<file path="config.mk">
export PLATFORM = sky130hd
export DESIGN_NAME = fcmp_flags
export DESIGN_NICKNAME = d
export VERILOG_FILES = /design/src/rtl/fcmp_pkg.sv /design/src/rtl/fcmp_classify.sv /design/src/rtl/fcmp_order.sv /design/src/rtl/fcmp_flags.sv
export SDC_FILE = /design/constraint.sdc
export NUM_CORES = 1
export LEC_CHECK = 0
export BUFFER_PORTS_ARGS = -buffer_cell sky130_fd_sc_hd__buf_4
export CAP_MARGIN = 20
export CORE_ASPECT_RATIO = 0.5
export CORE_UTILIZATION = 50
export CTS_BUF_LIST = sky130_fd_sc_hd__clkbuf_8
export DETAILED_ROUTE_END_ITERATION = 16
export GPL_ROUTABILITY_DRIVEN = 0
export PLACE_DENSITY = 0.83
export SLEW_MARGIN = 20
export SYNTH_ARGS = -nofsm -noshare
export SYNTH_HDL_FRONTEND = slang
export SYNTH_HIERARCHICAL = 1
export SYNTH_SLANG_ARGS = --single-unit
</file>
<file path="constraint.sdc">
create_clock -name clk -period 0.8 [get_ports clk]
set_input_delay 0.08 -clock clk [delete_from_list [all_inputs] [get_ports clk]]
set_output_delay 0.08 -clock clk [all_outputs]
set_load 0.02 [all_outputs]
</file>
<file path="src/rtl/fcmp_pkg.sv">
package fcmp_pkg;

  // Condition codes, bit order {N,Z,C,V}
  typedef enum logic [3:0] {
    CMP_NONE = 4'b0000,
    CMP_GT   = 4'b0010,
    CMP_UN   = 4'b0011,
    CMP_EQ   = 4'b0110,
    CMP_LT   = 4'b1000
  } cmp_code_e;

  localparam int OPERAND_CNT = 2;

endpackage

</file>
<file path="src/rtl/fcmp_classify.sv">
// NaN detection on one operand body (exponent and fraction, sign excluded).
module fcmp_classify #(
  parameter int WORD_W = 32,
  parameter int EXP_W  = 8
) (
  input  logic [WORD_W-2:0] body,
  output logic              is_nan,
  output logic              is_quiet
);
  localparam int FRAC_W = WORD_W - 1 - EXP_W;

  logic [EXP_W-1:0]  exp_f;
  logic [FRAC_W-1:0] frac_f;

  always_comb begin
    exp_f    = body[WORD_W-2 -: EXP_W];
    frac_f   = body[FRAC_W-1:0];
    is_nan   = (&exp_f) && (|frac_f);
    is_quiet = frac_f[FRAC_W-1];
  end
endmodule

</file>
<file path="src/rtl/fcmp_order.sv">
// Ordered comparison of two raw sign-magnitude words.
module fcmp_order
  import fcmp_pkg::*;
#(
  parameter int WORD_W = 32
) (
  input  logic [WORD_W-1:0] lhs,
  input  logic [WORD_W-1:0] rhs,
  output cmp_code_e         code
);
  localparam int MAG_W = WORD_W - 1;

  logic             sgn_l, sgn_r;
  logic [MAG_W-1:0] mag_or;
  logic             both_zero, same_word, l_below;

  always_comb begin
    sgn_l     = lhs[WORD_W-1];
    sgn_r     = rhs[WORD_W-1];
    mag_or    = lhs[MAG_W-1:0] | rhs[MAG_W-1:0];
    both_zero = ~|mag_or;
    same_word = (lhs == rhs);
    l_below   = (lhs < rhs);
  end

  always_comb begin
    if (same_word || both_zero) begin
      code = CMP_EQ;
    end else if (sgn_l ^ sgn_r) begin
      code = sgn_l ? CMP_LT : CMP_GT;
    end else if (sgn_l ^ l_below) begin
      code = CMP_LT;
    end else begin
      code = CMP_GT;
    end
  end
endmodule

</file>
<file path="src/rtl/fcmp_flags.sv">
// Registered single-precision compare producing NZCV and invalid.
module fcmp_flags
  import fcmp_pkg::*;
#(
  parameter int WORD_W = 32,
  parameter int EXP_W  = 8
) (
  input  logic              clk,
  input  logic              rst_n,
  input  logic              req_valid,
  input  logic [WORD_W-1:0] lhs_word,
  input  logic [WORD_W-1:0] rhs_word,
  input  logic              trap_qnan,
  input  logic              zero_rhs,
  output logic              res_valid,
  output logic [3:0]        flags_nzcv,
  output logic              invalid_op
);
  localparam int MAG_W = WORD_W - 1;

  logic [WORD_W-1:0]      ops [OPERAND_CNT];
  logic [OPERAND_CNT-1:0] nan_v, quiet_v;
  logic                   any_nan, trap_raise;
  cmp_code_e              ord_code;
  logic [3:0]             code_nxt;

  logic [3:0] flags_d, flags_q;
  logic       inv_d, inv_q;
  logic       vld_q;

  always_comb begin
    ops[0] = lhs_word;
    ops[1] = zero_rhs ? '0 : rhs_word;
  end

  for (genvar g = 0; g < OPERAND_CNT; g++) begin : g_cls
    fcmp_classify #(.WORD_W(WORD_W), .EXP_W(EXP_W)) u_cls (
      .body     (ops[g][WORD_W-2:0]),
      .is_nan   (nan_v[g]),
      .is_quiet (quiet_v[g])
    );
  end

  fcmp_order #(.WORD_W(WORD_W)) u_ord (
    .lhs  (ops[0]),
    .rhs  (ops[1]),
    .code (ord_code)
  );

  // Next-state
  always_comb begin
    any_nan    = |nan_v;
    trap_raise = |(nan_v & (~quiet_v | {OPERAND_CNT{trap_qnan}}));
    code_nxt   = any_nan ? CMP_UN : ord_code;
    flags_d    = flags_q;
    inv_d      = inv_q;
    if (req_valid) begin
      flags_d = code_nxt;
      inv_d   = trap_raise;
    end
  end

  // Registers
  always_ff @(posedge clk or negedge rst_n) begin
    if (!rst_n) begin
      flags_q <= 4'b0000;
      inv_q   <= 1'b0;
      vld_q   <= 1'b0;
    end else begin
      flags_q <= flags_d;
      inv_q   <= inv_d;
      vld_q   <= req_valid;
    end
  end

  assign res_valid  = vld_q;
  assign flags_nzcv = flags_q;
  assign invalid_op = inv_q;

  // Assertions
  assert_latency_R2: assert property (@(posedge clk) disable iff (!rst_n)
    req_valid |=> res_valid);
  assert_idle_low_R2: assert property (@(posedge clk) disable iff (!rst_n)
    !req_valid |=> !res_valid);
  assert_hold_R2: assert property (@(posedge clk) disable iff (!rst_n)
    !req_valid |=> ($stable(flags_nzcv) && $stable(invalid_op)));
  assert_legal_code_R3: assert property (@(posedge clk) disable iff (!rst_n)
    res_valid |-> (flags_nzcv == 4'b0110 || flags_nzcv == 4'b1000 ||
                   flags_nzcv == 4'b0010 || flags_nzcv == 4'b0011));
  assert_unordered_pure_R7: assert property (@(posedge clk) disable iff (!rst_n)
    (res_valid && flags_nzcv[0]) |-> (flags_nzcv == 4'b0011));
  assert_invalid_needs_nan_R11: assert property (@(posedge clk) disable iff (!rst_n)
    (res_valid && invalid_op) |-> (flags_nzcv == 4'b0011));
  assert_zero_vs_zero_R10: assert property (@(posedge clk) disable iff (!rst_n)
    (req_valid && zero_rhs && (lhs_word[MAG_W-1:0] == '0))
      |=> (flags_nzcv == 4'b0110 && !invalid_op));
endmodule

</file>
==> out/qor.yml, run 1 <==
clocking:
  cts_root_buffer: "clkbuf_8"
  cts_max_level: 1
  cts.sinks: 6
  clk_path_buf_depth: 2
  cts_buffers: 3
logic_synthesis:
  synthTopCellsByCount: "74 x inv_1, 63 x ha_1, 37 x nor2b_1"
  async_flop_share_pct: 100
  synth_top_area_cell: "ha_1"
  synth-seq-cells: 6
  syn_nets: 424
  netlist_area_um2: 2180
  synth_cell_types: 36
  ys_warn_count: 6
  synth_edf_count: 0
  synth.most_common_cell: "inv_1"
  synth_top_area_share_pct: 36.1
  synthCells: 292
  synth.yosys.seq_area_share_pct: 6.88
  synth_ff_type: "dfrtp_1"
  postSynthAreaPerCell_um2: 7.48
  synth_area_leaders: "ha_1 36%, inv_1 13%, nor2b_1 11%"
global_routing:
  grtUsageTotal_pct: 67.3
  grt_start_max_net_pins: 13
  grt_pass1_vias: 3993
  grt_overflow: 40
  grt_pass1_wl_um: 22600
die:
  die_x_um: 95.5
  initial_core_util_pct: 54.0
  pin_count: 75
  die_h_um: 48.7
  core.rowCount: 16
placement:
  io_buffer_count: 74
  post-dp-hpwl_um: 6560
run_status:
  lastStage: "global routing (5_1_grt)"
  firstError: "[ERROR GRT-0116] Global routing finished with congestion. Check the congestion regions in the DRC Viewer."
  status: "did not finish"
## repair_timing
item,CTS
endpoints found under the setup margin,11
pin swaps,12
gates resized for setup,64
hold buffers,1
cloned,1
setup buffers,3
endpoints found under the hold margin,6
## logic make-up after synthesis
logic type / Yosys count / synth area share, %
other: 1 / 0.172
adders and majority gates: 63 / 36.1
AOI/OAI and AO/OA: 30 / 9.05
buffers and inverters: 81 / 15.1
and+or+nand+nor: 109 / 31.5
DFF: 6 / 6.88
muxes: 2 / 1.15
## per-layer routing
metal | overflow | global-route usage, %
met1 | 2 | 64.5
met2 | 20 | 87.4
met3 | 0 | 50.2
met4 | 18 | 70.6
met5 | 0 | 14.3
## per-stage QoR
stage | TNS (ns) | cell area, µm² | worst slack (ns) | cells
floorplan | -4.07 | 2300 | -1.45 | 292
detailed placement | -6.97 | 3480 | -1.93 | 496
CTS | -4.82 | 3950 | -1.41 | 504
global placement | -6.42 | 3480 | -1.76 | 496
==> run 2, diff against run 1 <==
--- a/config.mk
+++ b/config.mk
@@ -7,12 +7,10 @@
 export LEC_CHECK = 0
 export BUFFER_PORTS_ARGS = -buffer_cell sky130_fd_sc_hd__buf_4
 export CAP_MARGIN = 20
-export CORE_ASPECT_RATIO = 0.5
-export CORE_UTILIZATION = 50
-export CTS_BUF_LIST = sky130_fd_sc_hd__clkbuf_8
+export CORE_UTILIZATION = 35
 export DETAILED_ROUTE_END_ITERATION = 16
 export GPL_ROUTABILITY_DRIVEN = 0
-export PLACE_DENSITY = 0.83
+export PLACE_DENSITY_LB_ADDON = 0.15
 export SLEW_MARGIN = 20
 export SYNTH_ARGS = -nofsm -noshare
 export SYNTH_HDL_FRONTEND = slang
==> run 2 against run 1 <==
Against the previous run:
- the flow now finishes, with violations (setup timing)
- synthesized cell count did not move
- area after synthesis did not move
==> out/qor.yml, run 2 <==
run_status:
  status: "finished with violations"
  violations: "setup timing"
clocking:
  cts_root_buffer: "clkbuf_8"
  cts_max_level: 1  # unchanged
  cts.sinks: 6  # unchanged
  insertion_delay_ns: 0.23
  clk_path_buf_depth: 2  # unchanged
  cts_buffers: 3  # unchanged
  cts_tree: "done"
  clk_pin_slew_worst_paths_ns: 0.04
global_routing:
  grt_start_max_net_pins: 13
  grt_pass1_wl_um: 10900
  antenna_found_initial: 0
  grtUsageTotal_pct: 21.4
  grt_pass1_vias: 2600
  grt_overflow: 0
die:
  core.rowCount: 28  # +12
  die_h_um: 81.0  # +66%
  die_area_um2: 6560
  die_x_um: 81.0  # -15%
  initial_core_util_pct: 36.7  # -17 points
  pin_count: 75  # unchanged
  core_area_um2: 5960
timing:
  fin_worst_skew_ns: 0
  final.period_utilization_pct: 271
  fin_ws_ns: -1.37
  fin_crit_ns: 2.17
  whs_ns: 0.0454
  hold_viol: 0
  setup_viol: 11
  tns_ns: -4.71
  rsz0062_at_grt: "yes"
  slew_viol_final: 0
  max_freq_ghz: 0.461
drt:
  via_per_inst: 4.70
  ant_nets: 0
  wl_per_cell_um: 13.4
  vias: 2534
  drc_errors: 0
  first_iter_violations: 56
  dr.pass1.iters: 4
  routed_wl_um: 7220
worst_setup_path:
  critPathBufInv: 2
  worstPathRequired_ns: 0.91
  cp_top_family: "simple AND/OR/NAND/NOR gates"
  r2r_start: "invalid_op$_DFFE_PN0P_"
  cp-end-kind: "flop"
  max_stage_delay_ns: 0.55
  worstPathArrival_ns: 2.27
  crit_path_top_delay_cell: "or4b_4"
  worst-r2r-cell-count: 3
  r2r_end: "invalid_op$_DFFE_PN0P_"
  criticalPathCategory: "in2reg"
  cp_cell_sequence: "buf_12 -> nor2b_4 -> inv_2 -> ha_4 -> or4b_4 -> a21oi_4 -> o31ai_2 -> a311o_1 -> nand4_2 -> mux2_4 -> nor3_2 -> a21oi_1"
  cp_max_fo: 5
  start_kind: "input pin"
  rrSetupSlack_ns: 0.01
finish:
  largest_register_ffs: 4
  fin_nets: 598
  area_growth_pct: 87.6
  final_cell_mix: "159 x buf_4, 68 x inv_1, 51 x ha_1"
  stdcell_count: 539
  fillers: 496
  diodes: 0
  drive_gt1_share_pct: 52.8
  final_common_cell: "buf_4"
power_and_ir_drop:
  power.density_nw_per_um2: 661
  irDropWorstVdd_uv: 887
  cellLeakagePower_nw: 2.07
logic_synthesis:
  netlist_area_um2: 2180  # unchanged
  synthTopCellsByCount: "74 x inv_1, 63 x ha_1, 37 x nor2b_1"
  syn_nets: 424  # unchanged
  synth_top_area_cell: "ha_1"
  synth_cell_types: 36  # unchanged
  synth-seq-cells: 6  # unchanged
  async_flop_share_pct: 100  # unchanged
  synth_ff_type: "dfrtp_1"
  synth.most_common_cell: "inv_1"
  postSynthAreaPerCell_um2: 7.48  # unchanged
  synth_area_leaders: "ha_1 36%, inv_1 13%, nor2b_1 11%"
  ys_warn_count: 6  # unchanged
  synthCells: 292  # unchanged
  synth_edf_count: 0  # unchanged
  synth.yosys.seq_area_share_pct: 6.88  # unchanged
  synth_top_area_share_pct: 36.1  # unchanged
min_path:
  hp-start: "req_valid"
  hp-class: "in2reg"
  hold_end: "res_valid$_DFF_PN0_"
  hold-path-cell-count: 1
placement:
  io_buffer_count: 74  # unchanged
  post-dp-hpwl_um: 5830  # -11%
  dp_cells: 522  # +5.2%
job:
  cap_viol_max_count: 0
run 2: final cells by class:
| type | count | area, µm² | area share, % |
|---|---|---|---|
| multi-input cells | 205 | 2090 | 51.0 |
| flip-flops and latches | 6 | 150 | 3.67 |
| well taps | 75 | 93.8 | 2.29 |
| clock buffers | 3 | 41.3 | 1.01 |
| inverters | 74 | 278 | 6.78 |
| repair buffers | 176 | 1450 | 35.3 |
run 2: worst max-delay path by stage:
stage,to,slack [ns],cells after the start,startpoint
after detailed placement,flags_nzcv[1]$_DFFE_PN0P_,-1.77,13,zero_rhs
after global routing,flags_nzcv[1]$_DFFE_PN0P_,-1.45,12,zero_rhs
after floorplan,flags_nzcv[1]$_DFFE_PN0P_,-1.45,12,zero_rhs
after global placement,flags_nzcv[1]$_DFFE_PN0P_,-1.68,13,zero_rhs
after CTS,flags_nzcv[1]$_DFFE_PN0P_,-1.35,12,zero_rhs
final,flags_nzcv[1]$_DFFE_PN0P_,-1.37,12,zero_rhs
run 2: what timing repair did:
item | 4_1_cts | 5_1_grt
cloned | 1 | 2
pin swaps | 10 | 20
endpoints found under the hold margin | 6 | 0
resized for setup | 41 | 33
hold buffers | 1 | 0
setup buffers | 6 | 5
endpoints found under the setup margin | 11 | 11
run 2: per-stage QoR:
stage                     cell area (µm²)  power, mW  setup WS (ns)  utilization (%)
after global placement               3530       1.89          -1.68             59.3
final                                4100       2.71          -1.37             68.8
after floorplan                      2300       1.06          -1.45                -
after detailed placement             3530       1.91          -1.77             59.3
after CTS                            3830       2.55          -1.35             64.3
after global routing                 4100       2.89          -1.45             68.8
run 2: logic make-up after synthesis:
kind of cell / share of synthesized area [%]
AOI/OAI and AO/OA: 9.05
adders and majority gates: 36.1
buffers and inverters: 15.1
DFF: 6.88
muxes: 1.15
other: 0.172
and+or+nand+nor: 31.5
run 2: report_power, final:
part           internal (mW)  switching [mW]  total (mW)
Combinational           1.11           0.804        1.91
Sequential             0.326          0.0133       0.339
Clock                  0.324           0.136       0.460
run 2: per-layer routing:
layer  global-route usage [%]  vias to the layer above  part of all wire [%]
met1                     26.7                     1161                    45
met3                    0.674                        7                   3.0
met4                     4.64                        0                  0.67
li1                         -                     1318                     -
met5                        0                        -                     0
met2                     40.2                       48                    51
No activity file was read; power rests on OpenSTA's default activity.
==> run 3, diff against run 2 <==
--- a/config.mk
+++ b/config.mk
@@ -10,7 +10,8 @@
 export CORE_UTILIZATION = 35
 export DETAILED_ROUTE_END_ITERATION = 16
 export GPL_ROUTABILITY_DRIVEN = 0
-export PLACE_DENSITY_LB_ADDON = 0.15
+export MAX_ROUTING_LAYER = met4
+export PLACE_DENSITY = 0.67
 export SLEW_MARGIN = 20
 export SYNTH_ARGS = -nofsm -noshare
 export SYNTH_HDL_FRONTEND = slang
==> run 3 against run 2 <==
Against the previous run:
- cell count shrank 0.56%
- largest power group unchanged
- global-route usage grew 2.1 points
- critical path depth is the same
- combinational power grew 4%
- wire length grew 9.5%
- the run still ends with setup timing left
- clock-buffer cell count is the same
- worst setup slack lost 0.0039 ns
==> out/qor.yml, run 3 (synthesized netlist as in run 2, its figures left out) <==
global_routing:
  use_met3_pct: 1.12  # +0.45 points
  top_usage_layer: "met2"
  grt_start_max_net_pins: 13  # unchanged
  grt_pass1_wl_um: 11500  # +5.4%
  grt_use_met1_pct: 28.6  # +1.9 points
  grt_use_met2_pct: 42.1  # +1.9 points
  grt_pass1_vias: 2632  # +1.2%
  grtUsageTotal_pct: 23.4  # +2.1 points
  grt_overflow: 0  # unchanged
  antenna_found_initial: 0  # unchanged
timing:
  fin_ws_ns: -1.37  # -0.00388 ns
  max_freq_ghz: 0.460  # -0.18%
  tns_ns: -4.74  # -0.0396 ns
  fin_worst_skew_ns: 0  # unchanged
  final.period_utilization_pct: 272  # +0.48 points
  whs_ns: 0.0549  # +0.00952 ns
  fin_crit_ns: 2.17  # +0.00388 ns
  slew_viol_final: 0  # unchanged
  rsz0062_at_grt: "yes"
  hold_viol: 0  # unchanged
  setup_viol: 11  # unchanged
clocking:
  clk_pin_slew_worst_paths_ns: 0.04  # about the same
  insertion_delay_ns: 0.23  # about the same
  cts_max_level: 1  # unchanged
  cts_root_buffer: "clkbuf_8"
  clk_path_buf_depth: 2  # unchanged
  cts_buffers: 3  # unchanged
  cts_tree: "done"
  cts.sinks: 6  # unchanged
min_path:
  hold-path-cell-count: 1  # unchanged
  hold_end: "res_valid$_DFF_PN0_"
  hp-class: "in2reg"
  hp-start: "req_valid"
worst_setup_path:
  crit_path_top_delay_cell: "a311o_1"
  worst-r2r-cell-count: 3  # unchanged
  worstPathArrival_ns: 2.28  # about the same
  cp_cell_sequence: "buf_16 -> buf_12 -> nor2b_2 -> inv_1 -> ha_1 -> nor4_2 -> nand2_2 -> a311o_1 -> nand4_2 -> mux2_4 -> nor3_2 -> a21oi_1"
  critPathBufInv: 3  # +1
  worst-path-stages: 12  # unchanged
  criticalPathCategory: "in2reg"
  start_kind: "input pin"
  cp_max_fo: 10  # +5
  worstPathRequired_ns: 0.91  # about the same
  cp-end-kind: "flop"
  r2r_end: "flags_nzcv[1]$_DFFE_PN0P_"
  r2r_start: "flags_nzcv[1]$_DFFE_PN0P_"
  cp_top_family: "simple AND/OR/NAND/NOR gates"
  max_stage_delay_ns: 0.35  # -0.20 ns
  rrSetupSlack_ns: 0.04  # +0.03 ns
placement:
  io_buffer_count: 74  # unchanged
  post-dp-hpwl_um: 6040  # +3.6%
  pre_cts_slack_ns: -1.67  # +0.101 ns
drt:
  drc_errors: 0  # unchanged
  routed_wl_um: 7910  # +9.5%
  via_per_inst: 4.89  # +4.0%
  first_iter_violations: 89  # +59%
  dr.pass1.iters: 4  # unchanged
  vias: 2621  # +3.4%
  wl_per_cell_um: 14.7  # +10%
  ant_nets: 0  # unchanged
power_and_ir_drop:
  p_total_mw: 2.79  # +2.9%
  power.density_nw_per_um2: 681  # +3.0%
  irDropWorstVdd_uv: 778  # -12%
  cellLeakagePower_nw: 2.05  # -1.0%
die:
  core_area_um2: 5960  # unchanged
  die_x_um: 81.0  # unchanged
  core.rowCount: 28  # unchanged
  die_area_um2: 6560  # unchanged
  die_h_um: 81.0  # unchanged
  initial_core_util_pct: 36.7  # unchanged
  pin_count: 75  # unchanged
run_status:
  violations: "setup timing"
  status: "finished with violations"
job:
  cap_viol_max_count: 0  # unchanged
finish:
  diodes: 0  # unchanged
  drive_gt1_share_pct: 53.8  # +0.99 points
  final_common_cell: "buf_4"
  final_util_pct: 68.7  # -0.084 points
  fillers: 477  # -3.8%
  largest_register_ffs: 4  # unchanged
  fin_nets: 595  # -0.50%
  area_growth_pct: 87.4
  final_cell_mix: "160 x buf_4, 67 x inv_1, 49 x ha_1"
==> run 3: timing repair <==
| action | in CTS | in global routing |
|---|---|---|
| hold buffers | 1 | 0 |
| setup endpoints to repair | 11 | 11 |
| gates resized for setup | 35 | 39 |
| hold endpoints to repair | 6 | 0 |
| gates cloned | 2 | 0 |
| pin swaps | 9 | 18 |
| setup buffers | 4 | 3 |
==> run 3: per-stage QoR <==
stage                     std cells  instance area, µm²
after global placement          524                3560
after floorplan                 292                2300
after global routing            536                4090
after CTS                       534                3890
final                           536                4090
after detailed placement        524                3560
==> run 3: where the power goes <==
part	leakage [nW]	switching, mW	internal, mW
sequential	0.0740	0.0134	0.326
clock	0.0216	0.142	0.324
combinational	1.96	0.854	1.13
total	2.05	1.01	1.78
==> run 3: how the worst max path moves through the flow <==
stage / from / slack (ns) / endpoint
floorplan: zero_rhs / -1.45 / flags_nzcv[1]$_DFFE_PN0P_
global placement: zero_rhs / -1.64 / flags_nzcv[1]$_DFFE_PN0P_
detailed placement: zero_rhs / -1.67 / flags_nzcv[1]$_DFFE_PN0P_
CTS: zero_rhs / -1.31 / flags_nzcv[1]$_DFFE_PN0P_
global route: zero_rhs / -1.43 / flags_nzcv[1]$_DFFE_PN0P_
finish: zero_rhs / -1.37 / flags_nzcv[1]$_DFFE_PN0P_
==> run 3: per-layer routing <==
layer,vias up,share of wire (%)
met4,0,1.6
li1,1305,-
met1,1231,44
met2,72,51
met5,-,0
met3,13,3.4
==> run 3: cell type report <==
type / instances / area [µm²] / area share, %
tap: 75 / 93.8 / 2.29
clock buffer: 3 / 41.3 / 1.01
inverter: 74 / 278 / 6.79
sequential: 6 / 150 / 3.67
multi-input combinational: 205 / 2120 / 51.8
timing repair buffer: 173 / 1410 / 34.4
